### config.mk
export PLATFORM = sky130hd
export DESIGN_NAME = dp_alu
export DESIGN_NICKNAME = d
export VERILOG_FILES = /design/src/rtl/dp_alu_pkg.sv /design/src/rtl/dp_alu_adder.sv /design/src/rtl/dp_alu_logic.sv /design/src/rtl/dp_alu_flags.sv /design/src/rtl/dp_alu.sv
export SDC_FILE = /design/constraint.sdc
export NUM_CORES = 1
export LEC_CHECK = 0
export BUFFER_PORTS_ARGS = -buffer_cell sky130_fd_sc_hd__buf_2
export CORE_ASPECT_RATIO = 1.5
export CORE_MARGIN = 1
export CORE_UTILIZATION = 40
export DETAILED_ROUTE_END_ITERATION = 10
export GPL_TIMING_DRIVEN = 0
export SYNTH_ARGS = -nofsm -noshare
export SYNTH_HDL_FRONTEND = slang
export SYNTH_HIERARCHICAL = 1
export SYNTH_SLANG_ARGS = --single-unit
### constraint.sdc
create_clock -name vclk -period 8.6
set_input_delay 1.72 -clock vclk [all_inputs]
set_output_delay 1.72 -clock vclk [all_outputs]
set_load 0.005 [all_outputs]
### src/rtl/dp_alu_pkg.sv
package dp_alu_pkg;
  typedef enum logic [3:0] {
    OP_ADD = 4'd0,  OP_ADC = 4'd1,  OP_SUB = 4'd2,  OP_SBC = 4'd3,
    OP_RSB = 4'd4,  OP_RSC = 4'd5,  OP_AND = 4'd6,  OP_ORR = 4'd7,
    OP_EOR = 4'd8,  OP_BIC = 4'd9,  OP_MOV = 4'd10, OP_MVN = 4'd11,
    OP_CMP = 4'd12, OP_CMN = 4'd13, OP_TST = 4'd14, OP_TEQ = 4'd15
  } alu_op_e;

  localparam int unsigned FLAG_N = 3;
  localparam int unsigned FLAG_Z = 2;
  localparam int unsigned FLAG_C = 1;
  localparam int unsigned FLAG_V = 0;
  localparam int unsigned FLAG_W = 4;

  function automatic logic op_is_arith(input alu_op_e op);
    return (op inside {OP_ADD, OP_ADC, OP_SUB, OP_SBC, OP_RSB, OP_RSC, OP_CMP, OP_CMN});
  endfunction

  function automatic logic op_is_test(input alu_op_e op);
    return (op inside {OP_CMP, OP_CMN, OP_TST, OP_TEQ});
  endfunction
endpackage

### src/rtl/dp_alu_adder.sv
module dp_alu_adder
  import dp_alu_pkg::*;
#(
  parameter int unsigned DATA_W = 32
) (
  input  alu_op_e           op_i,
  input  logic [DATA_W-1:0] a_i,
  input  logic [DATA_W-1:0] b_i,
  input  logic              cin_i,
  output logic [DATA_W-1:0] sum_o,
  output logic              cout_o,
  output logic              ovf_o
);
  localparam int unsigned MSB = DATA_W - 1;

  function automatic logic [DATA_W:0] add3(input logic [DATA_W-1:0] x,
                                           input logic [DATA_W-1:0] y,
                                           input logic ci);
    return {1'b0, x} + {1'b0, y} + {{DATA_W{1'b0}}, ci};
  endfunction

  logic [DATA_W-1:0] x, y;
  logic              ci;
  logic [DATA_W:0]   full;

  always_comb begin
    x  = a_i;
    y  = b_i;
    ci = 1'b0;
    case (op_i)
      OP_ADC:         ci = cin_i;
      OP_SUB, OP_CMP: begin y = ~b_i; ci = 1'b1; end
      OP_SBC:         begin y = ~b_i; ci = cin_i; end
      OP_RSB:         begin x = b_i; y = ~a_i; ci = 1'b1; end
      OP_RSC:         begin x = b_i; y = ~a_i; ci = cin_i; end
      default:        ;
    endcase
  end

  assign full   = add3(x, y, ci);
  assign sum_o  = full[DATA_W-1:0];
  assign cout_o = full[DATA_W];
  assign ovf_o  = (x[MSB] == y[MSB]) && (sum_o[MSB] != x[MSB]);
endmodule

### src/rtl/dp_alu_logic.sv
module dp_alu_logic
  import dp_alu_pkg::*;
#(
  parameter int unsigned DATA_W = 32
) (
  input  alu_op_e           op_i,
  input  logic [DATA_W-1:0] a_i,
  input  logic [DATA_W-1:0] b_i,
  output logic [DATA_W-1:0] value_o
);
  always_comb begin
    case (op_i)
      OP_AND, OP_TST: value_o = a_i & b_i;
      OP_ORR:         value_o = a_i | b_i;
      OP_EOR, OP_TEQ: value_o = a_i ^ b_i;
      OP_BIC:         value_o = a_i & ~b_i;
      OP_MOV:         value_o = b_i;
      OP_MVN:         value_o = ~b_i;
      default:        value_o = '0;
    endcase
  end
endmodule

### src/rtl/dp_alu_flags.sv
module dp_alu_flags
  import dp_alu_pkg::*;
#(
  parameter int unsigned DATA_W = 32
) (
  input  logic [DATA_W-1:0] value_i,
  input  logic              update_i,
  input  logic              arith_i,
  input  logic              cout_i,
  input  logic              ovf_i,
  input  logic              shift_carry_i,
  input  logic [FLAG_W-1:0] flags_i,
  output logic [FLAG_W-1:0] flags_o
);
  always_comb begin
    flags_o = flags_i;
    if (update_i) begin
      flags_o[FLAG_N] = value_i[DATA_W-1];
      flags_o[FLAG_Z] = (value_i == '0);
      flags_o[FLAG_C] = arith_i ? cout_i : shift_carry_i;
      flags_o[FLAG_V] = arith_i ? ovf_i  : flags_i[FLAG_V];
    end
  end
endmodule

### src/rtl/dp_alu.sv
module dp_alu
  import dp_alu_pkg::*;
#(
  parameter int unsigned DATA_W = 32
) (
  input  logic [3:0]        op_i,
  input  logic [DATA_W-1:0] a_i,
  input  logic [DATA_W-1:0] b_i,
  input  logic [3:0]        flags_i,
  input  logic              shift_carry_i,
  input  logic              set_flags_i,
  output logic [DATA_W-1:0] result_o,
  output logic              result_we_o,
  output logic [3:0]        flags_o
);
  alu_op_e           op;
  logic              arith_sel;
  logic              test_sel;
  logic              flag_update;
  logic [DATA_W-1:0] adder_sum;
  logic              adder_cout;
  logic              adder_ovf;
  logic [DATA_W-1:0] logic_value;
  logic [DATA_W-1:0] value;

  assign op          = alu_op_e'(op_i);
  assign arith_sel   = op_is_arith(op);
  assign test_sel    = op_is_test(op);
  assign flag_update = set_flags_i | test_sel;

  dp_alu_adder #(.DATA_W(DATA_W)) u_adder (
    .op_i   (op),
    .a_i    (a_i),
    .b_i    (b_i),
    .cin_i  (flags_i[FLAG_C]),
    .sum_o  (adder_sum),
    .cout_o (adder_cout),
    .ovf_o  (adder_ovf)
  );

  dp_alu_logic #(.DATA_W(DATA_W)) u_logic (
    .op_i    (op),
    .a_i     (a_i),
    .b_i     (b_i),
    .value_o (logic_value)
  );

  assign value = arith_sel ? adder_sum : logic_value;

  dp_alu_flags #(.DATA_W(DATA_W)) u_flags (
    .value_i       (value),
    .update_i      (flag_update),
    .arith_i       (arith_sel),
    .cout_i        (adder_cout),
    .ovf_i         (adder_ovf),
    .shift_carry_i (shift_carry_i),
    .flags_i       (flags_i),
    .flags_o       (flags_o)
  );

  assign result_o    = value;
  assign result_we_o = ~test_sel;
endmodule

## Word level (Yosys, flattened, before mapping)

Index checks and enable logic that the tools add are counted.

| word-level totals | value |
|---|---|
| bits in registers | 0 |
| input port bits | 74 |
| word-level logic and storage cells | 46 |

| cells by class | value |
|---|---|
| $add $sub $neg | 2 |
| equal/unequal tests | 17 |
| mux-type cells | 8 |
| bitwise logic cells | 8 |
| reductions and logical operators | 11 |

Operator list:

| operator | count |
|---|---|
| 32-bit case mux with 6 select lines | 1 |
| 32-bit AND | 2 |
| 32-bit two-way mux | 2 |
| 32-bit inverter | 2 |
| 32-bit case mux with 2 select lines | 1 |
| 32-bit by 32-bit adder with 33-bit output | 1 |
| 33-bit by 1-bit adder with 33-bit output | 1 |
| 4-bit equality test, second input constant | 8 |
| 32-bit logical NOT | 1 |
| 32-bit bitwise OR | 1 |
| 32-bit XOR | 1 |
| 4-bit by 3-bit equality test with 1-bit output, second input constant | 4 |
| 3-bit OR reduction | 3 |
| 4-bit by 2-bit equality test with 1-bit output, second input constant | 2 |
| 8-bit nonzero test | 1 |
| 2-bit OR reduction | 3 |
| 4-bit by 1-bit equality test with 1-bit output, second input constant | 1 |
| 4-bit logical NOT | 1 |
| 4-bit two-way mux | 1 |
| 4-bit nonzero test | 1 |
| 1-bit two-way mux | 2 |
| 1-bit case mux with 2 select lines | 1 |
| 1-bit equality test | 1 |
| 1-bit logical AND | 1 |
| other kinds (3) | 3 |

## Depth between registers and ports, before layout

| logic depth | value |
|---|---|
| depth after elaboration | 9 |
| gate-level depth with buffers | 20 |
| depth with buffers taken out | 18 |

## Cells and area by module

Netlist, hierarchy kept.

Modules (own cells, without submodules):

| module | instances | cells each | area an instance (sq um) | seq. area each (sq um) |
|---|---|---|---|---|
| dp_alu_adder | 1 | 516 | 2966.6 | 0.0 |
| dp_alu_logic | 1 | 256 | 2065.7 | 0.0 |
| dp_alu | 1 | 38 | 535.5 | 0.0 |
| dp_alu_flags | 1 | 19 | 145.1 | 0.0 |

## Least setup slack after synthesis

Ideal clock, no wire load.

| timing path | value |
|---|---|
| path type | input port to output port |
| start | input op_i[2] |
| end | output flags_o[2] |
| data arrival time | 5.445 ns |
| slack | 1.435 ns |
| cell stages on the path | 19 |
| path buffers | 1 |
| path through | nor2b_1 > a32o_1 > nand2b_1 > clkbuf_1 > a21oi_1 > nor2_1 > fa_1 > inv_1 > fa_1 > a21o_1 > a221oi_4 > nor4b_4 > o21a_1 > nor3_1 > xnor2_1 > mux2_4 > nor4b_2 > nand4_1 > o31ai_2 |

| on the way | value |
|---|---|
| word-level cells in the longest chain between the ends | 8 |
| elaborated cells on any way between the ends | 34 |
| classes of those cells | add/sub (2); eq/ne (15); mux (6); bitwise (1); reduce/logical (10) |

RTL lines:

| what | RTL line | RTL |
|---|---|---|
| start, declared | dp_alu.sv:6 | `input logic [3:0] op_i,` |
| 4-bit by 2-bit equality test with 1-bit output (tied with other cells) | dp_alu_adder.sv:30 | `case (op_i)` |
| 3-bit OR reduction (no source line) or 2-bit OR reduction (tied branches) | - |  |
| 32-bit case mux with 2 select lines or 32-bit two-way mux (tied branches) | dp_alu_adder.sv:30 |  |
| 32-bit by 32-bit adder with 33-bit output | dp_alu_adder.sv:19 | `return {1'b0, x} + {1'b0, y} + {{DATA_W{1'b0}}, ci};` |
| 33-bit by 1-bit adder with 33-bit output * | dp_alu_adder.sv:19 |  |
| named net adder_sum[30] | dp_alu.sv:20 | `logic [DATA_W-1:0] adder_sum;` |
| 32-bit two-way mux * | dp_alu.sv:48 | `assign value = arith_sel ? adder_sum : logic_value;` |
| named net result_o[30] | dp_alu.sv:12 | `output logic [DATA_W-1:0] result_o,` |
| 32-bit logical NOT * | dp_alu_flags.sv:19 | `flags_o[FLAG_Z] = (value_i == '0);` |
| 4-bit two-way mux * | dp_alu_flags.sv:17 | `if (update_i) begin` |
| end, declared | dp_alu.sv:14 | `output logic [3:0] flags_o` |

Mark *: on every way through the listed nets, which the timed path passes. The rest lies on a longest branch.

## Final worst setup path

| timing path | value |
|---|---|
| start | input op_i[2] |
| end | output flags_o[2] |

| on the way | value |
|---|---|
| word-level cells in the longest chain between the ends | 8 |
| elaborated cells on any way between the ends | 34 |
| classes of those cells | add/sub (2); eq/ne (15); mux (6); bitwise (1); reduce/logical (10) |

RTL lines:

| what | RTL line |
|---|---|
| 4-bit by 2-bit equality test with 1-bit output (tied with other cells) | dp_alu_adder.sv:30 |
| 3-bit OR reduction (no source line) or 2-bit OR reduction (tied branches) | - |
| 32-bit case mux with 2 select lines or 32-bit two-way mux (tied branches) | dp_alu_adder.sv:30 |
| 32-bit by 32-bit adder with 33-bit output | dp_alu_adder.sv:19 |
| 33-bit by 1-bit adder with 33-bit output * | dp_alu_adder.sv:19 |
| named net adder_sum[16] | dp_alu.sv:20 |
| 32-bit two-way mux * | dp_alu.sv:48 |
| 32-bit logical NOT * | dp_alu_flags.sv:19 |
| 4-bit two-way mux * | dp_alu_flags.sv:17 |

Marks and branches as above.

==> summary.txt <==
Global routing
  – Vias in the first global route: ~6400
  – First-pass GRT wire length: 34200 µm
  – Initial antenna violation count: 0
  – Gr usage total: approximately 30%
  – Gr ovfl total: 0
  – Largest net degree at the start of global routing: 13

Die
  – Die Y: between 100 and 150 µm
  – Ports: approximately 110
  – Die area: approximately 0.015 mm²
  – Core area: about 0.014 mm²
  – Chip width: about 100 µm
  – Initial Utilization: 40.8%
  – Row count: between 50 and 60

STA
  – Crit path time final: roughly 8300 ps
  – Slew Viols, Final: 0
  – Worst-Margin Slew: about 750 ps
  – Final Cycle Share: 96.3%
  – Final WS setup: roughly 320 ps
  – Fin. Hold Viols: 0
  – Slew margin rel.: ~50%
  – Setup violators final: 0
  – Highest clock rate: about 0.12 GHz
  – Unrepaired setup endpoints after global routing: false

Logic synthesis
  – Share of Yosys cell area claimed by the top area cell type: between 10% and 20%
  – Syn Nets: 968
  – Yosys warns: 6
  – Largest area contributor in the netlist: ha_1
  – Synth cell types: between 60 and 70
  – Cells after Synth: ~830
  – Post-synthesis sequential area ratio: 0%
  – Count leader, synth: nand2_1
  – Synth top cells by count: 158 x nand2_1, 83 x o21ai_0, 76 x inv_1
  – Cell Area, Synth: roughly 0.0057 mm²
  – Average size of a mapped cell: approximately 7 µm²
  – Area contributors post-synth: ha_1 14%, nand2_1 10%, mux2_4 7.6%

Hold path
  – Min-Delay Path Depth: 3
  – Hold path endpoint: flags_o[0]
  – HP Start: flags_i[0]
  – Worst Hold Class: in -> out

Place
  – Pre-CTS setup slack: -547 ps
  – Placed inst area: approximately 0.0065 mm²
  – IO Port Bufs: roughly 110
  – Detailed Place HPWL: between 15000 and 20000 µm
  – RePlAce Congestion: approximately 0.98

Power and ir drop
  – Sw frac: between 50% and 60%
  – Cell Int Power: 0.281 mW
  – Leak: between 3 and 4 nW
  – P_sw: about 0.37 mW
  – Total power density per cell area: around 100 mW/mm²
  – Combinational power share: 100.0%
  – Clock share of power: 0%
  – Maximum VDD drop: approximately 0.064 mV
  – Sequential power share: 0%

Worst setup path
  – Critical path startpoint category: primary input
  – Critical path class: in -> out
  – Arr. time, crit path: between 6000 and 7000 ps
  – Req. time, crit path: 6880 ps
  – Worst Setup End Kind: output port
  – Critical path peak fanout: 12

Final layout
  – Post-route cell area: around 0.0066 mm²
  – Layout cells sized above 1: 20.9%
  – FF+latch count: 0
  – Layout Area Growth over Synthesis: 14.7%
  – Nets: about 1100
  – Clkbuf count: 0
  – ANT cells: 0
  – Filler instances: 1514
  – Seq. cell area: 0 µm²

Flow run
  – Max_cap viols: 0

Drt
  – DR vias/cell: 5.93
  – DRT Pass-1 Iters: 5
  – DRC errors left: 0
  – Number of routed nets with antenna violations: 0
  – Final WL: roughly 22000 µm
  – WL per Instance: 19.8 µm
  – Via count: 6714
  – DRT iter0 DRCs: 403

Clocking
  – CTS Hold Buffers Added: 0

Run status
  – Status: finished clean
==> layout by cell type (no fill, tap or decap), types with 3 or more instances in the layout <==
master | synthesis | routed
o32ai_1 | 31 | 31
or3_1 | 4 | 4
nand3_1 | 8 | 8
nor4_1 | 9 | 8
nand4_1 | 10 | 10
o22ai_1 | 3 | 3
mux2i_1 | 35 | 35
o21a_1 | 8 | 8
buf_4 | 3 | 4
ha_1 | 63 | 63
buf_2 | 14 | 125
a22oi_1 | 3 | 3
a311oi_1 | 4 | 4
mux2_2 | 8 | 8
o21bai_1 | 6 | 6
a221o_1 | 32 | 32
xor2_1 | 9 | 9
o21ai_0 | 83 | 83
xnor2_1 | 48 | 48
a21o_1 | 11 | 11
or2_2 | 3 | 3
a211oi_1 | 5 | 5
nand3b_1 | 4 | 4
nand2b_1 | 9 | 9
inv_1 | 76 | 76
nor3_1 | 9 | 8
nor2_1 | 28 | 28
mux2_4 | 29 | 29
a21oi_1 | 36 | 36
buf_6 | 7 | 7
clkbuf_1 | 28 | 24
nand2_1 | 158 | 158
==> worst max-delay path, cell delays in order <==
cell and delay (ps):
buf_2 240, nor2b_2 240, a32o_2 280, nand2b_1 240, clkbuf_4 280, a21oi_1 90
nor2_1 140, fa_1 210, inv_1 50, fa_1 390, a21o_1 270, a221oi_4 350
nor4b_4 130, o211a_1 270, nor2_1 230, xnor2_1 90, mux2_2 310, nor4_1 340
nand4_1 230, o31ai_2 270, buf_2 150
==> logic make-up after synthesis <==
| family | Yosys count | share of synthesized area, % |
|---|---|---|
| compound gates | 243 | 29.7 |
| buf+inv | 131 | 10.0 |
| mux | 74 | 15.9 |
| fa+ha+maj | 65 | 14.5 |
| xor+xnor | 57 | 8.74 |
| simple gates | 259 | 21.1 |
==> worst max path at each step <==
stage | from | end | slack, ps | cells after the start
after CTS | op_i[2] | flags_o[2] | 120 | 21
after global placement | op_i[2] | flags_o[2] | -630 | 21
after detailed placement | op_i[2] | flags_o[2] | -550 | 21
after floorplan | op_i[2] | flags_o[2] | 1430 | 19
after global routing | op_i[2] | flags_o[2] | 50 | 21
final | op_i[2] | flags_o[2] | 320 | 21
==> routing by layer <==
layer | up-vias | part of all wire (%) | GRT usage [%]
li1 | 3242 | - | -
met1 | 3163 | 40 | 36.1
met2 | 260 | 50 | 53.5
met3 | 49 | 5.0 | 1.93
met4 | 0 | 5.1 | 13.4
met5 | - | 0 | 0
==> through the flow <==
step	hold WS [ps]	setup TNS (ps)	instances	total power, mW	utilization (%)
finish	3720	0	1132	0.648	46.8
global route	3750	0	1132	0.705	46.8
CTS	3730	0	1132	0.639	46.7
detailed placement	3720	-547	1132	0.633	46.5
global placement	3720	-630	1132	0.631	46.5
floorplan	3490	0	829	0.430	-
==> layout make-up <==
| class | count | area, µm² | share of cell area [%] |
|---|---|---|---|
| well taps | 192 | 240 | 3.67 |
| plain buffers | 53 | 287 | 4.37 |
| repair buffers | 112 | 563 | 8.60 |
| inverters | 77 | 289 | 4.41 |
| multi-input cells | 698 | 5170 | 78.9 |
==> timing repair <==
| item | CTS | global route |
|---|---|---|
| buffers inserted | 0 | 1 |
| endpoints found under the setup margin | 1 | 1 |
| gates resized for setup | 4 | 10 |
==> power groups by stage <==
stage	logic, mW	registers, mW	clock network [mW]
floorplan	0.430	0	0
global placement	0.631	0	0
detailed placement	0.633	0	0
CTS	0.639	0	0
global route	0.705	0	0
finish	0.648	0	0
Power figures use the tool's default switching activity.
